`src/rtl/fsa_pkg.sv`:
```
package fsa_pkg;

    typedef enum logic {
        SH_IDLE = 1'b0,
        SH_BUSY = 1'b1
    } sh_mode_e;

endpackage

```
`src/rtl/fsa_capture_fifo.sv`:
```
module fsa_capture_fifo #(
    parameter int W     = 16,
    parameter int DEPTH = 2
) (
    input  logic         clk,
    input  logic         rst_n,
    input  logic         push,
    input  logic [W-1:0] push_data,
    input  logic         pop,
    output logic [W-1:0] head,
    output logic         not_empty,
    output logic         ovf
);
    localparam int PW = (DEPTH > 1) ? $clog2(DEPTH) : 1;
    localparam int CW = $clog2(DEPTH + 1);
    localparam logic [CW-1:0] DEPTH_C = CW'(DEPTH);
    localparam logic [PW-1:0] LAST_P  = PW'(DEPTH - 1);

    typedef struct packed {
        logic [DEPTH-1:0][W-1:0] mem;
        logic [PW-1:0]           rp;
        logic [PW-1:0]           wp;
        logic [CW-1:0]           cnt;
        logic                    ovf;
    } fifo_st_t;

    fifo_st_t st_d, st_q;
    logic     do_pop, do_push, room;

    function automatic logic [PW-1:0] adv(input logic [PW-1:0] p);
        return (p == LAST_P) ? '0 : p + 1'b1;
    endfunction

    always_comb begin
        st_d    = st_q;
        do_pop  = pop && (st_q.cnt != '0);
        room    = (st_q.cnt < DEPTH_C) || do_pop;
        do_push = push && room;
        if (do_pop) begin
            st_d.rp = adv(st_q.rp);
        end
        if (do_push) begin
            st_d.mem[st_q.wp] = push_data;
            st_d.wp           = adv(st_q.wp);
        end
        if (push && !room) begin
            st_d.ovf = 1'b1;
        end
        case ({do_push, do_pop})
            2'b10:   st_d.cnt = st_q.cnt + 1'b1;
            2'b01:   st_d.cnt = st_q.cnt - 1'b1;
            default: st_d.cnt = st_q.cnt;
        endcase
    end

    always_ff @(posedge clk) begin
        if (!rst_n) begin
            st_q <= '0;
        end else begin
            st_q <= st_d;
        end
    end

    assign head      = st_q.mem[st_q.rp];
    assign not_empty = (st_q.cnt != '0);
    assign ovf       = st_q.ovf;

    // occupancy never exceeds the number of slots
    p_cnt_bound_r8: assert property (@(posedge clk) disable iff (!rst_n)
        st_q.cnt <= DEPTH_C);

    // overflow is sticky
    p_no_overflow_clear_r9: assert property (@(posedge clk) disable iff (!rst_n)
        ovf |=> ovf);

    // a push into a full buffer with no pop raises overflow
    p_drop_flags_r9: assert property (@(posedge clk) disable iff (!rst_n)
        (push && !pop && st_q.cnt == DEPTH_C) |=> ovf);

endmodule

```
`src/rtl/fsa_shifter.sv`:
```
module fsa_shifter
    import fsa_pkg::*;
#(
    parameter int W = 16
) (
    input  logic         clk,
    input  logic         rst_n,
    input  logic         run,
    input  logic         step,
    input  logic         avail,
    input  logic [W-1:0] frame_in,
    output logic         take,
    output logic         busy,
    output logic         sdo
);
    localparam int CW = (W > 1) ? $clog2(W) : 1;
    localparam logic [CW-1:0] LAST_C = CW'(W - 1);

    typedef struct packed {
        sh_mode_e      mode;
        logic [W-1:0]  sr;
        logic [CW-1:0] cnt;
    } sh_st_t;

    sh_st_t st_d, st_q;

    always_comb begin
        st_d = st_q;
        take = run && (st_q.mode == SH_IDLE) && avail;
        if (take) begin
            st_d.mode = SH_BUSY;
            st_d.sr   = frame_in;
            st_d.cnt  = '0;
        end else if ((st_q.mode == SH_BUSY) && run && step) begin
            st_d.sr  = {st_q.sr[W-2:0], 1'b0};
            st_d.cnt = st_q.cnt + 1'b1;
            if (st_q.cnt == LAST_C) begin
                st_d.mode = SH_IDLE;
                st_d.cnt  = '0;
            end
        end
    end

    always_ff @(posedge clk) begin
        if (!rst_n) begin
            st_q <= '{mode: SH_IDLE, sr: '0, cnt: '0};
        end else begin
            st_q <= st_d;
        end
    end

    assign busy = run && (st_q.mode == SH_BUSY);
    assign sdo  = busy && st_q.sr[W-1];

    // without run and step a record in flight holds its bit and position
    p_hold_bit_r7: assert property (@(posedge clk) disable iff (!rst_n)
        ((st_q.mode == SH_BUSY) && !(run && step)) |=> ($stable(st_q.sr) && $stable(st_q.cnt)));

    // a record never starts while another is in flight
    p_single_frame_r6: assert property (@(posedge clk) disable iff (!rst_n)
        (st_q.mode == SH_BUSY) |-> !take);

endmodule

```
`src/rtl/fault_scan_array.sv`:
```
module fault_scan_array #(
    parameter int ADDR_W = 8,
    parameter int DATA_W = 8,
    parameter int QDEPTH = 2
) (
    input  logic              clk,
    input  logic              rst_n,
    input  logic              diag_en,
    input  logic              mismatch,
    input  logic [ADDR_W-1:0] cur_addr,
    input  logic [DATA_W-1:0] rd_data,
    input  logic              scan_en,
    output logic              scan_req,
    output logic              scan_out,
    output logic [ADDR_W-1:0] fault_addr,
    output logic [DATA_W-1:0] fault_data,
    output logic              fault_pulse,
    output logic              overflow
);
    localparam int FW = ADDR_W + DATA_W;

    typedef struct packed {
        logic [ADDR_W-1:0] addr;
        logic [DATA_W-1:0] data;
        logic              pulse;
    } cap_st_t;

    cap_st_t       st_d, st_q;
    logic          capture;
    logic          q_take;
    logic          q_avail;
    logic [FW-1:0] q_head;

    always_comb begin
        st_d       = st_q;
        capture    = diag_en && mismatch;
        st_d.pulse = capture;
        if (capture) begin
            st_d.addr = cur_addr;
            st_d.data = rd_data;
        end
    end

    always_ff @(posedge clk) begin
        if (!rst_n) begin
            st_q <= '0;
        end else begin
            st_q <= st_d;
        end
    end

    fsa_capture_fifo #(
        .W     (FW),
        .DEPTH (QDEPTH)
    ) u_fifo (
        .clk       (clk),
        .rst_n     (rst_n),
        .push      (capture),
        .push_data ({cur_addr, rd_data}),
        .pop       (q_take),
        .head      (q_head),
        .not_empty (q_avail),
        .ovf       (overflow)
    );

    fsa_shifter #(
        .W (FW)
    ) u_shift (
        .clk      (clk),
        .rst_n    (rst_n),
        .run      (diag_en),
        .step     (scan_en),
        .avail    (q_avail),
        .frame_in (q_head),
        .take     (q_take),
        .busy     (scan_req),
        .sdo      (scan_out)
    );

    assign fault_addr  = st_q.addr;
    assign fault_data  = st_q.data;
    assign fault_pulse = st_q.pulse;

    // every pulse follows an accepted mismatch
    p_pulse_cause_r4: assert property (@(posedge clk) disable iff (!rst_n)
        fault_pulse |-> $past(diag_en && mismatch));

    // an accepted mismatch lands on the parallel outputs
    p_capture_r2: assert property (@(posedge clk) disable iff (!rst_n)
        (diag_en && mismatch) |=> (fault_addr == $past(cur_addr) && fault_data == $past(rd_data)));

    // without an accepted mismatch the parallel outputs hold
    p_hold_r3: assert property (@(posedge clk) disable iff (!rst_n)
        !(diag_en && mismatch) |=> ($stable(fault_addr) && $stable(fault_data)));

    // serial path is silent while diagnosis is off
    p_quiet_r7: assert property (@(posedge clk) disable iff (!rst_n)
        !diag_en |-> (!scan_req && !scan_out));

endmodule

```
`config.mk`:
```
export PLATFORM = sky130hd
export DESIGN_NAME = fault_scan_array
export DESIGN_NICKNAME = d
export VERILOG_FILES = /design/src/rtl/fsa_pkg.sv /design/src/rtl/fsa_capture_fifo.sv /design/src/rtl/fsa_shifter.sv /design/src/rtl/fault_scan_array.sv
export SDC_FILE = /design/constraint.sdc
export NUM_CORES = 1
export LEC_CHECK = 0
export BUFFER_PORTS_ARGS = -buffer_cell sky130_fd_sc_hd__buf_2
export CAP_MARGIN = 20
export CORE_MARGIN = 2
export CORE_UTILIZATION = 55
export CTS_BUF_LIST = sky130_fd_sc_hd__clkbuf_2
export CTS_CLUSTER_DIAMETER = 120
export DETAILED_ROUTE_END_ITERATION = 16
export MAX_ROUTING_LAYER = met4
export PLACE_DENSITY_LB_ADDON = 0.3
export SLEW_MARGIN = 5
export SYNTH_ARGS = -nofsm -noshare
export SYNTH_HDL_FRONTEND = slang
export SYNTH_SLANG_ARGS = --single-unit
```
`constraint.sdc`:
```
create_clock -name clk -period 2.8 [get_ports clk]
set_input_delay 0.84 -clock clk [delete_from_list [all_inputs] [get_ports clk]]
set_output_delay 0.84 -clock clk [all_outputs]
set_load 0.05 [all_outputs]
```
== Yosys cells after proc, flatten, opt, wreduce, memory -nomap -nowiden ==
Cells that the tools add are included.
Cells by class
  $add $sub $neg: 5
  $lt $le $gt $ge: 4
  equal/unequal tests: 3
  muxes and demuxes: 12
  bitwise logic cells: 2
  reductions and logical operators: 18
Operators by type and width (number)
  16-bit 2-to-1 mux: 3
  21-bit 2-to-1 mux: 2
  32-bit bitwise mux: 1
  16-bit demux with 1-bit select: 1
  1-bit logical AND: 10
  2-bit nonzero test: 4
  4-bit by 1-bit adder with 4-bit output, second input constant: 1
  4-bit equality test, second input constant: 1
  1-bit by 2-bit < comparator with 1-bit output, second input constant: 2
  4-bit 2-to-1 mux: 1
  2-bit one-hot mux with 2 select lines: 1
  1-bit 2-to-1 mux: 3
  1-bit adder, second input constant: 2
  2-bit by 1-bit adder with 2-bit output, second input constant: 1
  2-bit by 1-bit equality test with 1-bit output, second input constant: 1
  2-bit equality test, second input constant: 1
  2-bit < comparator, second input constant: 1
  1-bit NOT: 2
  2-bit AND reduction: 1
  2-bit OR reduction: 1
  2-bit by 1-bit subtractor with 2-bit output, second input constant: 1
  1-bit greater-or-equal comparator, second input constant: 1
  1-bit logical NOT: 1
  1-bit logical OR: 1
Storage, ports and cells
  flip-flop bits (word level): 75
  logic and storage cells: 56

== Depth between registers and ports, before layout ==
Gate-level depths: netlist of run 1.
  depth in word-level cells: 8
  mapped depth: 10

== Hierarchy ==
From an unflattened synthesis of run 1, not the netlist that was laid out.
Second synthesis, totals
  cell total of the unflattened synthesis: 345
  area total of the unflattened synthesis: 3350.7 sq um
By module, submodules not included
  fsa_capture_fifo: times used 1, cells an instance 166, area each 1647.8 sq um, sequential area each 740.7 sq um
  fsa_shifter: times used 1, cells an instance 102, area each 999.7 sq um, sequential area each 420.4 sq um
  fault_scan_array: times used 1, cells an instance 77, area each 703.2 sq um, sequential area each 340.3 sq um

== Worst setup path after synthesis of run 1 ==
No wires, ideal clock.
  kind: input port to flip-flop
  start point: in diag_en
  end point: reg u_fifo.st_q[2] (netlist name)
  library setup time: 0.070 ns
  arrival: 2.213 ns
  data required time: 2.730 ns
  slack: 0.517 ns
  cell stages on the path: 8
  buffers on the path: 3
  cells stage by stage: buf_6 -> and2_1 -> buf_2 -> buf_2 -> nand2_1 -> ha_1 -> or3_1 -> a21oi_1
Between the ends
  longest elaborated chain between the ends: 7
  elaborated cells between the ends (all ways): 10
  those cells by class: eq/ne (2); mux (1); reduce/logical (7)
RTL lines
  start: declaration: RTL line fault_scan_array.sv:8  | input logic diag_en,
  1-bit logical AND (2 in series): RTL line fsa_shifter.sv:29  | take = run && (st_q.mode == SH_IDLE) && avail;
  1-bit logical AND: RTL line fsa_capture_fifo.sv:36  | do_pop = pop && (st_q.cnt != '0);
  1-bit logical OR: RTL line fsa_capture_fifo.sv:37  | room = (st_q.cnt < DEPTH_C) || do_pop;
  1-bit logical AND: RTL line fsa_capture_fifo.sv:38  | do_push = push && room;
  2-bit by 1-bit equality test with 1-bit output or 2-bit equality test (tied branches): RTL line fsa_capture_fifo.sv:49  | case ({do_push, do_pop})
  2-bit one-hot mux with 2 select lines or 2-bit nonzero test (tied branches)
  end signal: assignment: RTL line fsa_capture_fifo.sv:60  | st_q <= st_d;
  end: declaration: RTL line fsa_capture_fifo.sv:27  | fifo_st_t st_d, st_q;
Several ways; a longest one is shown, not always the timed one.
A chain may end at the register's enable or synchronous reset.

== Final worst setup path of run 1 ==
  start point: reg u_shift.st_q[20] (netlist name)
  end point: out scan_out
Between the ends
  longest elaborated chain between the ends: 2
RTL lines
  start: declaration: RTL line fsa_shifter.sv:25  | sh_st_t st_d, st_q;
  start signal: assignment: RTL line fsa_shifter.sv:46  | st_q <= '{mode: SH_IDLE, sr: '0, cnt: '0};
  start signal: assignment: RTL line fsa_shifter.sv:48  | st_q <= st_d;
  1-bit logical AND: RTL line fsa_shifter.sv:52  | assign busy = run && (st_q.mode == SH_BUSY);
  1-bit logical AND: RTL line fsa_shifter.sv:53  | assign sdo = busy && st_q.sr[W-1];
  end: declaration: RTL line fault_scan_array.sv:14  | output logic scan_out,
No other way between the ends.

==> results of run 1 <==
## sequential cells by signal (all words and copies together) (netlist names)
register	count
fault_data	8
u_fifo.ovf	1
u_fifo.st_q	36
fault_addr	8
fault_pulse	1
u_shift.st_q	21
## final cells by class
class                   instances  area [um2]  area share
multi-input cells             258        1665      0.4486
flip-flops and latches         75        1501      0.4044
repair buffers                 48       285.3     0.07685
clock inverters                 5       102.6     0.02764
well taps                      77       96.34     0.02595
clock buffers                  10       50.05     0.01348
inverters                       3       11.26    0.003033
## stage by stage
stage	setup slack, ns	instance area [um2]	std cells	utilization	power (uW)
finish	0.4760	3712	476	0.5948	2411
global route	0.3470	3712	476	0.5948	2539
CTS	0.4443	3712	476	0.5948	2424
detailed placement	0.5037	3560	461	0.5704	1681
global placement	0.5185	3560	461	0.5704	1671
floorplan	0.5170	3501	382	-	1631
## power by group through the flow
stage                     logic, uW  clock network, uW  registers (uW)
after detailed placement        476                  0            1200
final                           479                749            1180
after floorplan                 420                  0            1210
after CTS                       479                762            1180
after global placement          468                  0            1200
after global routing            525                819            1200
## layer usage
metal  track usage  vias to the layer above  share of wire
met1        0.3073                     1408           0.44
met5             -                        -              0
li1              -                     1455              -
met3       0.03561                       14          0.029
met4       0.09971                        0          0.020
met2        0.3811                       51           0.51
## cell families after synthesis
group | share of synthesized area
compound gates | 0.2605
xor+xnor | 0.007507
fa+ha+maj | 0.007147
buf+inv | 0.09543
flops | 0.4289
mux | 0.05897
simple gates | 0.1415
## worst paths after layout
check / endpoint / depth (start not counted) / startpoint / slack, ns
worst max-delay path: scan_out / 2 / u_shift.st_q[20] / 0.48
worst min-delay path: fault_data[3] / 2 / fault_data[3] / 0.47
worst max register to register: u_shift.st_q[13] / 4 / u_fifo.st_q[4] / 1.00
worst min register to register: fault_data[3] / 2 / fault_data[3] / 0.47
## layout by cell type (no fill, tap or decap)
cell type	synthesis	layout
inv_1	2	2
nand2_1	40	40
clkbuf_2	0	10
nand3b_1	1	1
o31ai_2	5	5
clkinv_1	0	1
mux2_2	9	9
mux2_4	7	7
buf_4	8	6
nor2b_1	1	1
nor2_2	1	1
nand3_1	3	3
nand4_1	34	34
inv_2	1	1
o31ai_1	27	27
a32oi_1	15	15
or3_1	3	3
o211ai_1	16	16
clkinv_4	0	1
xor2_1	2	2
dfxtp_1	75	75
or2_1	1	1
buf_2	15	40
xnor2_1	1	1
buf_12	0	2
and2_1	2	2
and3_1	2	2
ha_1	2	2
o21ai_0	6	6
bufinv_16	0	3
nand3_2	1	1
and2_4	1	1
nand2b_4	1	1
nor2_1	4	4
a21oi_1	73	73
## worst max-delay path, cell delays in order (launching register included)
cell	delay, ns
dfxtp_1	0.54
and3_1	0.20
buf_2	0.26
## synthesized netlist by cell type (2+ instances only)
cell / number / area (um2)
and3_1: 2 / 12.51
nor2_1: 4 / 15.01
ha_1: 2 / 25.02
a21oi_1: 73 / 365.4
dfxtp_1: 75 / 1501
buf_6: 12 / 135.1
clkbuf_1: 10 / 37.54
o211ai_1: 16 / 120.1
buf_4: 8 / 60.06
o31ai_1: 27 / 202.7
and2_1: 2 / 12.51
or3_1: 3 / 18.77
o31ai_2: 5 / 62.56
a32oi_1: 15 / 131.4
nand2_1: 40 / 150.1
o21ai_0: 6 / 30.03
nand4_1: 34 / 212.7
mux2_4: 7 / 105.1
buf_2: 15 / 75.07
xor2_1: 2 / 17.52
inv_1: 2 / 7.510
nand3_1: 3 / 15.01
mux2_2: 9 / 101.4
==> results.sh, run 1 <==
export IMPL_status="finished, final reports clean"
export IMPL_place_hpwl_mm=4.740
export IMPL_cp_required_ns=1.96
export IMPL_antenna_found_initial=0
export IMPL_fill_cells=563
export IMPL_grt_pass1_wl_mm=13.39
export IMPL_cts_tree="done"
export IMPL_setup_violations=0
export IMPL_dieArea_mm2=0.007019
export IMPL_vias_per_cell=6.151
export IMPL_drt_iter0_drc=322
export IMPL_worst_slew_pin_slew_ns=1.024
export IMPL_avgSynthCellArea_um2=9.165
export IMPL_gp_congestion=0.7719
export IMPL_die_h_um=83.78
export IMPL_initial_core_util=0.5609
export IMPL_startpoint_type="flop"
export IMPL_antenna_cells=0
export IMPL_wl_per_cell_um=16.33
export IMPL_layout_drive_gt1_share=0.2206
export IMPL_synth_cell_types=33
export IMPL_fin_skew_ns=0.02624
export IMPL_power_per_cell_area_mw_per_mm2=649.4
export IMPL_p_seq_frac=0.491
export IMPL_insertion_delay_ns=0.50
export IMPL_pwr_share_clk=0.311
export IMPL_period_needed_ns=2.324
export IMPL_fin_crit_sh=0.8300
export IMPL_ir_worst_vdd_v=0.0003573
export IMPL_io_pins=41
export IMPL_worst_hold_path_type="flop to flop"
export IMPL_crit_type="flop to output port"
export IMPL_clk_pin_slew_ns=0.20
export IMPL_synthFlopType="dfxtp_1"
export IMPL_slew_viol_final=0
export IMPL_finalWirelength_mm=7.772
export IMPL_core_mm2=0.006241
export IMPL_fmax_mhz=430.3
export IMPL_root_buffer="clkbuf_2"
export IMPL_async_reset_ff_frac=0
export IMPL_syn_inst=382
export IMPL_ctsHtreeMaxLevel=3
export IMPL_power_switching_uw=752.0
export IMPL_tns_ns=0
export IMPL_syn_nets=405
export IMPL_intPower_uw=1659
export IMPL_cts_setup_buffers=0
export IMPL_combPwrFrac=0.199
export IMPL_nNetsFinal=418
export IMPL_relSlewSlack=0.3166
export IMPL_ys_seq_area_frac=0.4289
export IMPL_rsz0062_at_grt="no"
export IMPL_cp_end_kind="output port"
export IMPL_hold_viol_final=0
export IMPL_synth_edf_count=0
export IMPL_vias=2928
export IMPL_synth_seq_cells=75
export IMPL_clock_path_buffers=2
export IMPL_critPathArrivalTime_ns=1.48
export IMPL_dr_pass1_iters=4
export IMPL_syn_area_mm2=0.003501
export IMPL_grt_pass1_vias=2828
export IMPL_overflow=0
export IMPL_portBuffers=40
export IMPL_rows=29
export IMPL_drv_cap=0
export IMPL_worstPathMaxFanout=11
export IMPL_switching_share=0.3120
export IMPL_die_width_um=83.78
export IMPL_synth_warnings=0
export IMPL_track_usage=0.2398
export IMPL_cts_hold_buf=0
export IMPL_drc_errors=0
export IMPL_post_cts_resized=0
export IMPL_holdWs_ns=0.4663
export IMPL_p_leak_uw=0.001326
export IMPL_cts_made_buffers=9
export IMPL_antenna_left=0
export IMPL_area_growth_pct=6.040
export IMPL_cts_sinks=75
export IMPL_grt_max_degree=58
Power figures use the tool's default switching activity.
==> run 2: changes to the inputs <==
--- a/config.mk
+++ b/config.mk
@@ -5,10 +5,11 @@
 export SDC_FILE = /design/constraint.sdc
 export NUM_CORES = 1
 export LEC_CHECK = 0
+export ABC_AREA = 1
 export BUFFER_PORTS_ARGS = -buffer_cell sky130_fd_sc_hd__buf_2
 export CAP_MARGIN = 20
 export CORE_MARGIN = 2
-export CORE_UTILIZATION = 55
+export CORE_UTILIZATION = 54
 export CTS_BUF_LIST = sky130_fd_sc_hd__clkbuf_2
 export CTS_CLUSTER_DIAMETER = 120
 export DETAILED_ROUTE_END_ITERATION = 16
==> constraint.sdc (replaced) <==
create_clock -name clk -period 2.09 [get_ports clk]
set_input_delay 0.627 -clock clk [delete_from_list [all_inputs] [get_ports clk]]
set_output_delay 0.627 -clock clk [all_outputs]
set_load 0.05 [all_outputs]
==> results.sh, run 2 <==
export IMPL_status="finished, final reports clean"
export IMPL_top_regs="u_fifo.st_q (36), u_shift.st_q (21)"
export IMPL_portBuffers=40
export IMPL_rows=28
export IMPL_startpoint_type="flop"
export IMPL_dp_cells=628
export IMPL_hold_start="rd_data[1]"
export IMPL_rsz0062_at_grt="no"
export IMPL_fmax_mhz=505.6
export IMPL_synth_cell_types=25
export IMPL_worstPathMaxFanout=4
export IMPL_rrSetupSlack_ns=0.57
export IMPL_antenna_cells=0
export IMPL_critPathMaxStageDelay_ns=0.41
export IMPL_largest_reg_flops=36
export IMPL_synth_top_area_share=0.4438
export IMPL_grt_max_degree=53
export IMPL_core_mm2=0.005991
export IMPL_period_needed_ns=1.978
export IMPL_largest_register="u_fifo.st_q"
export IMPL_wl_per_cell_um=11.19
export IMPL_grt_pass1_vias=2892
export IMPL_synth_warnings=0
export IMPL_die_h_um=83.16
export IMPL_slew_viol_final=0
export IMPL_worst_hold_path_type="input port to flop"
export IMPL_vias_per_cell=4.697
export IMPL_layout_drive_gt1_share=0.1338
export IMPL_p_leak_uw=0.001949
export IMPL_layout_common_cells="nand2_1 (172), nor2_1 (152), dfxtp_1 (74), inv_1 (57), buf_2 (39)"
export IMPL_cp_end_kind="output port"
export IMPL_cp_required_ns=1.46
export IMPL_nNetsFinal=587
export IMPL_synthFlopType="dfxtp_1"
export IMPL_drt_iter0_drc=139
export IMPL_synth_seq_cells=75
export IMPL_initial_core_util=0.5647
export IMPL_critPathArrivalTime_ns=1.35
export IMPL_yosys_top_cells_area="dfxtp_1 (44%), nand2_1 (19%), nor2_1 (17%)"
export IMPL_final_setup_worst_slack_ns=0.1123
export IMPL_drc_errors=0
export IMPL_io_pins=41
export IMPL_dieArea_mm2=0.006915
export IMPL_drv_cap=0
export IMPL_syn_area_mm2=0.003383
export IMPL_insertion_delay_ns=0.51
export IMPL_critPathBufInv=1
export IMPL_ir_worst_vdd_v=0.0005863
export IMPL_root_buffer="clkbuf_2"
export IMPL_synth_edf_count=0
export IMPL_syn_inst=528
export IMPL_async_reset_ff_frac=0
export IMPL_crit_chain="nand2_2 -> nor2_1 -> clkbuf_4"
export IMPL_worst_slew_pin_slew_ns=0.3992
export IMPL_crit_slowest_cell="dfxtp_2"
export IMPL_syn_nets=551
export IMPL_crit_type="flop to output port"
export IMPL_holdWs_ns=0.3534
export IMPL_crit_path_start="u_shift.st_q[20]"
export IMPL_place_hpwl_mm=4.740
export IMPL_setup_violations=0
export IMPL_yosysTopAreaCell="dfxtp_1"
export IMPL_reg2reg_from="u_shift.st_q[20]"
export IMPL_cts_tree="done"
export IMPL_finalWirelength_mm=7.195
export IMPL_power_per_cell_area_mw_per_mm2=821.1
export IMPL_dr_pass1_iters=4
export IMPL_ctsHtreeMaxLevel=3
export IMPL_fill_cells=557
export IMPL_fin_crit_sh=0.9463
export IMPL_overflow=0
export IMPL_cts_sinks=75
export IMPL_antenna_found_initial=0
export IMPL_yosysMostFrequentCell="nand2_1"
export IMPL_fin_skew_ns=0.02366
export IMPL_clk_pin_slew_ns=0.20
export IMPL_power_total_uw=3095
export IMPL_avgSynthCellArea_um2=6.408
export IMPL_grt_pass1_wl_mm=12.66
export IMPL_tns_ns=0
export IMPL_antenna_left=0
export IMPL_cts_hold_buf=0
export IMPL_cts_made_buffers=9
export IMPL_dpl_worst_slack_ns=0.1820
export IMPL_layout_commonest_cell="nand2_1"
export IMPL_stdcell_count=643
export IMPL_area_growth_pct=11.43
export IMPL_gp_congestion=0.7657
export IMPL_ys_seq_area_frac=0.4438
export IMPL_synth_common_cells="nand2_1 (172), nor2_1 (152), dfxtp_1 (75)"
export IMPL_hold_viol_final=0
export IMPL_track_usage=0.2299
export IMPL_clock_path_buffers=2
export IMPL_critical_path_top_delay_family="flip-flops"
export IMPL_vias=3020
export IMPL_relSlewSlack=0.7332
export IMPL_die_width_um=83.16
run 2: layout make-up:
type / count / area (um2) / area share
inverter: 60 / 227.7 / 0.06040
tap: 75 / 93.84 / 0.02489
timing repair buffer: 47 / 267.8 / 0.07103
sequential: 75 / 1503 / 0.3986
clock inverter: 5 / 102.6 / 0.02722
clock buffer: 10 / 50.05 / 0.01328
multi-input combinational: 371 / 1525 / 0.4046
run 2: where the power goes:
group,switching (uW),internal [uW]
Combinational,364,152
Clock,499,512
Sequential,51.3,1520
Total,915,2180
run 2: worst paths after layout:
path | cells after the start | end
max | 3 | scan_out
min | 3 | u_fifo.st_q[22]
max reg2reg | 9 | u_fifo.st_q[2]
min reg2reg | 2 | u_fifo.ovf
run 2: timing repair:
item,CTS,global route
endpoints found under the setup margin,0,2
buffers inserted,0,0
resized for setup,0,2
run 2: kinds of logic (layout without fill, tap and decap cells):
kind of cell	count (synthesis)	after routing	share of synthesized area
AO/OA/AOI/OAI	30	30	0.04734
adder cells (fa/ha/maj)	2	2	0.007395
buffers and inverters	82	122	0.1054
AND/OR/NAND/NOR	339	339	0.3961
flip-flops	75	75	0.4438
run 2: per-layer routing:
metal	GRT usage	part of all wire	vias to the layer above
li1	-	-	1632
met1	0.2637	0.45	1325
met2	0.3922	0.49	45
met3	0.04970	0.037	18
met4	0.08942	0.025	0
met5	-	0	-
run 2: stage by stage:
stage	utilization	area, um2
floorplan	-	3383
global placement	0.6032	3613
detailed placement	0.6032	3613
CTS	0.6287	3766
global route	0.6293	3770
finish	0.6293	3770
run 2: worst register-to-register path, cell delays in order (launching register included):
cell	delay, ns
dfxtp_2	0.39
inv_1	0.05
nand2_1	0.10
nand2_2	0.09
nand2_1	0.07
ha_1	0.33
nor3_1	0.26
nand2_1	0.07
nand2_1	0.06
nor2_1	0.04
==> run 3: changes to the inputs <==
--- a/config.mk
+++ b/config.mk
@@ -6,7 +6,7 @@
 export NUM_CORES = 1
 export LEC_CHECK = 0
 export ABC_AREA = 1
-export BUFFER_PORTS_ARGS = -buffer_cell sky130_fd_sc_hd__buf_2
+export BUFFER_PORTS_ARGS = -buffer_cell sky130_fd_sc_hd__clkbuf_2
 export CAP_MARGIN = 20
 export CORE_MARGIN = 2
 export CORE_UTILIZATION = 54
==> constraint.sdc (replaced) <==
create_clock -name clk -period 2.09 [get_ports clk]
set_input_delay 0.209 -clock clk [delete_from_list [all_inputs] [get_ports clk]]
set_output_delay 0.209 -clock clk [all_outputs]
set_load 0.05 [all_outputs]
==> results.sh, run 3 (synthesis gave the netlist of run 2 again) <==
export IMPL_drv_cap=0
export IMPL_portBuffers=40
export IMPL_dpl_worst_slack_ns=0.4281
export IMPL_power_per_cell_area_mw_per_mm2=774.7
export IMPL_grt_pass1_wl_mm=12.36
export IMPL_clk_pin_slew_ns=0.20
export IMPL_die_width_um=83.16
export IMPL_io_pins=41
export IMPL_drt_iter0_drc=121
export IMPL_rrSetupSlack_ns=0.43
export IMPL_placed_cell_area_mm2=0.003586
export IMPL_initial_core_util=0.5647
export IMPL_layout_drive_gt1_share=0.1267
export IMPL_relSlewSlack=0.7099
export IMPL_cp_required_ns=2.52
export IMPL_status="finished, final reports clean"
export IMPL_cp_end_kind="flop"
export IMPL_vias=3098
export IMPL_slew_viol_final=0
export IMPL_cts_sinks=75
export IMPL_finalWirelength_mm=7.180
export IMPL_worst_hold_path_type="input port to flop"
export IMPL_fin_crit_sh=0.7921
export IMPL_stdcell_count=659
export IMPL_antenna_cells=0
export IMPL_cts_setup_buffers=0
export IMPL_cts_hold_buf=17
export IMPL_period_needed_ns=1.655
export IMPL_nNetsFinal=602
export IMPL_area_growth_pct=15.13
export IMPL_final_setup_worst_slack_ns=0.4345
export IMPL_layout_common_cells="nand2_1 (172), nor2_1 (152), dfxtp_1 (75), inv_1 (57), clkbuf_2 (50)"
export IMPL_ctsHtreeMaxLevel=3
export IMPL_p_leak_uw=0.001989
export IMPL_hold_viol_final=0
export IMPL_drc_errors=0
export IMPL_die_h_um=83.16
export IMPL_worst_slew_pin_slew_ns=0.4351
export IMPL_power_total_uw=3018
export IMPL_root_buffer="clkbuf_2"
export IMPL_combPwrFrac=0.175
export IMPL_pwr_share_clk=0.305
export IMPL_gp_congestion=0.7947
export IMPL_fmax_mhz=604.1
export IMPL_critPathArrivalTime_ns=2.08
export IMPL_dr_pass1_iters=4
export IMPL_place_hpwl_mm=4.532
export IMPL_insertion_delay_ns=0.51
export IMPL_dieArea_mm2=0.006915
export IMPL_p_seq_frac=0.520
export IMPL_fill_cells=559
export IMPL_power_switching_uw=933.9
export IMPL_clock_path_buffers=2
export IMPL_vias_per_cell=4.701
export IMPL_post_cts_resized=0
export IMPL_cts_made_buffers=9
export IMPL_setup_violations=0
export IMPL_tns_ns=0
export IMPL_overflow=0
export IMPL_rsz0062_at_grt="no"
export IMPL_intPower_uw=2084
export IMPL_largest_register="u_fifo.st_q"
export IMPL_startpoint_type="flop"
export IMPL_dp_cells=626
export IMPL_cts_tree="done"
export IMPL_antenna_left=0
export IMPL_ir_worst_vdd_v=0.0004374
export IMPL_wl_per_cell_um=10.90
export IMPL_final_area_mm2=0.003895
export IMPL_rows=28
export IMPL_fin_skew_ns=0.03143
export IMPL_crit_type="flop to flop"
export IMPL_worstPathMaxFanout=4
export IMPL_largest_reg_flops=36
export IMPL_antenna_found_initial=0
export IMPL_grt_max_degree=48
export IMPL_top_regs="u_fifo.st_q (36), u_shift.st_q (21)"
export IMPL_switching_share=0.3095
export IMPL_core_mm2=0.005991
export IMPL_layout_commonest_cell="nand2_1"
export IMPL_grt_pass1_vias=2872
export IMPL_track_usage=0.2245
==> run 3: path summary, 6_finish.rpt <==
check        cells after the start             start               to
min                              4           scan_en  u_shift.st_q[0]
max                              9  u_shift.st_q[20]   u_fifo.st_q[2]
min reg2reg                      2        u_fifo.ovf       u_fifo.ovf
max reg2reg                      9  u_shift.st_q[20]   u_fifo.st_q[2]
==> run 3: critical path: stages, from the launching register on <==
cell and delay [ns]:
dfxtp_1 0.38, inv_1 0.06, nand2_1 0.10, nand2_2 0.15
nand2_1 0.10, ha_1 0.34, nor3_1 0.25, nand2_1 0.08
nand2_1 0.07, nor2_1 0.04
==> run 3: area by class of cell <==
type | count | area (um2) | area share
sequential | 75 | 1501 | 0.3855
inverter | 60 | 227.7 | 0.05846
tap | 75 | 93.84 | 0.02409
clock inverter | 6 | 88.84 | 0.02281
clock buffer | 10 | 50.05 | 0.01285
multi-input combinational | 371 | 1525 | 0.3916
timing repair buffer | 62 | 407.9 | 0.1047
==> run 3: per-layer routing <==
layer	track usage	up-vias	routed length, um
met5	-	-	0
met4	0.08048	0	83
li1	-	1660	-
met1	0.2417	1375	3127
met3	0.02982	9	222
met2	0.4186	54	3747
==> run 3: power by group through the flow <==
stage          logic, uW  clock network [uW]  registers [uW]
6_report             527                 921            1570
5_1_grt              602                 990            1580
4_1_cts              529                 947            1570
3_5_place_dp         502                   0            1600
3_3_place_gp         494                   0            1590
2_1_floorplan        324                   0            1660
==> run 3: through the flow <==
| stage | hold slack (ns) | utilization |
|---|---|---|
| after global placement | 0.4639 | 0.5986 |
| after detailed placement | 0.4712 | 0.5986 |
| after floorplan | 0.3439 | - |
| after global routing | 0.08636 | 0.6502 |
| after CTS | 0.05917 | 0.6502 |
| final | 0.08878 | 0.6502 |
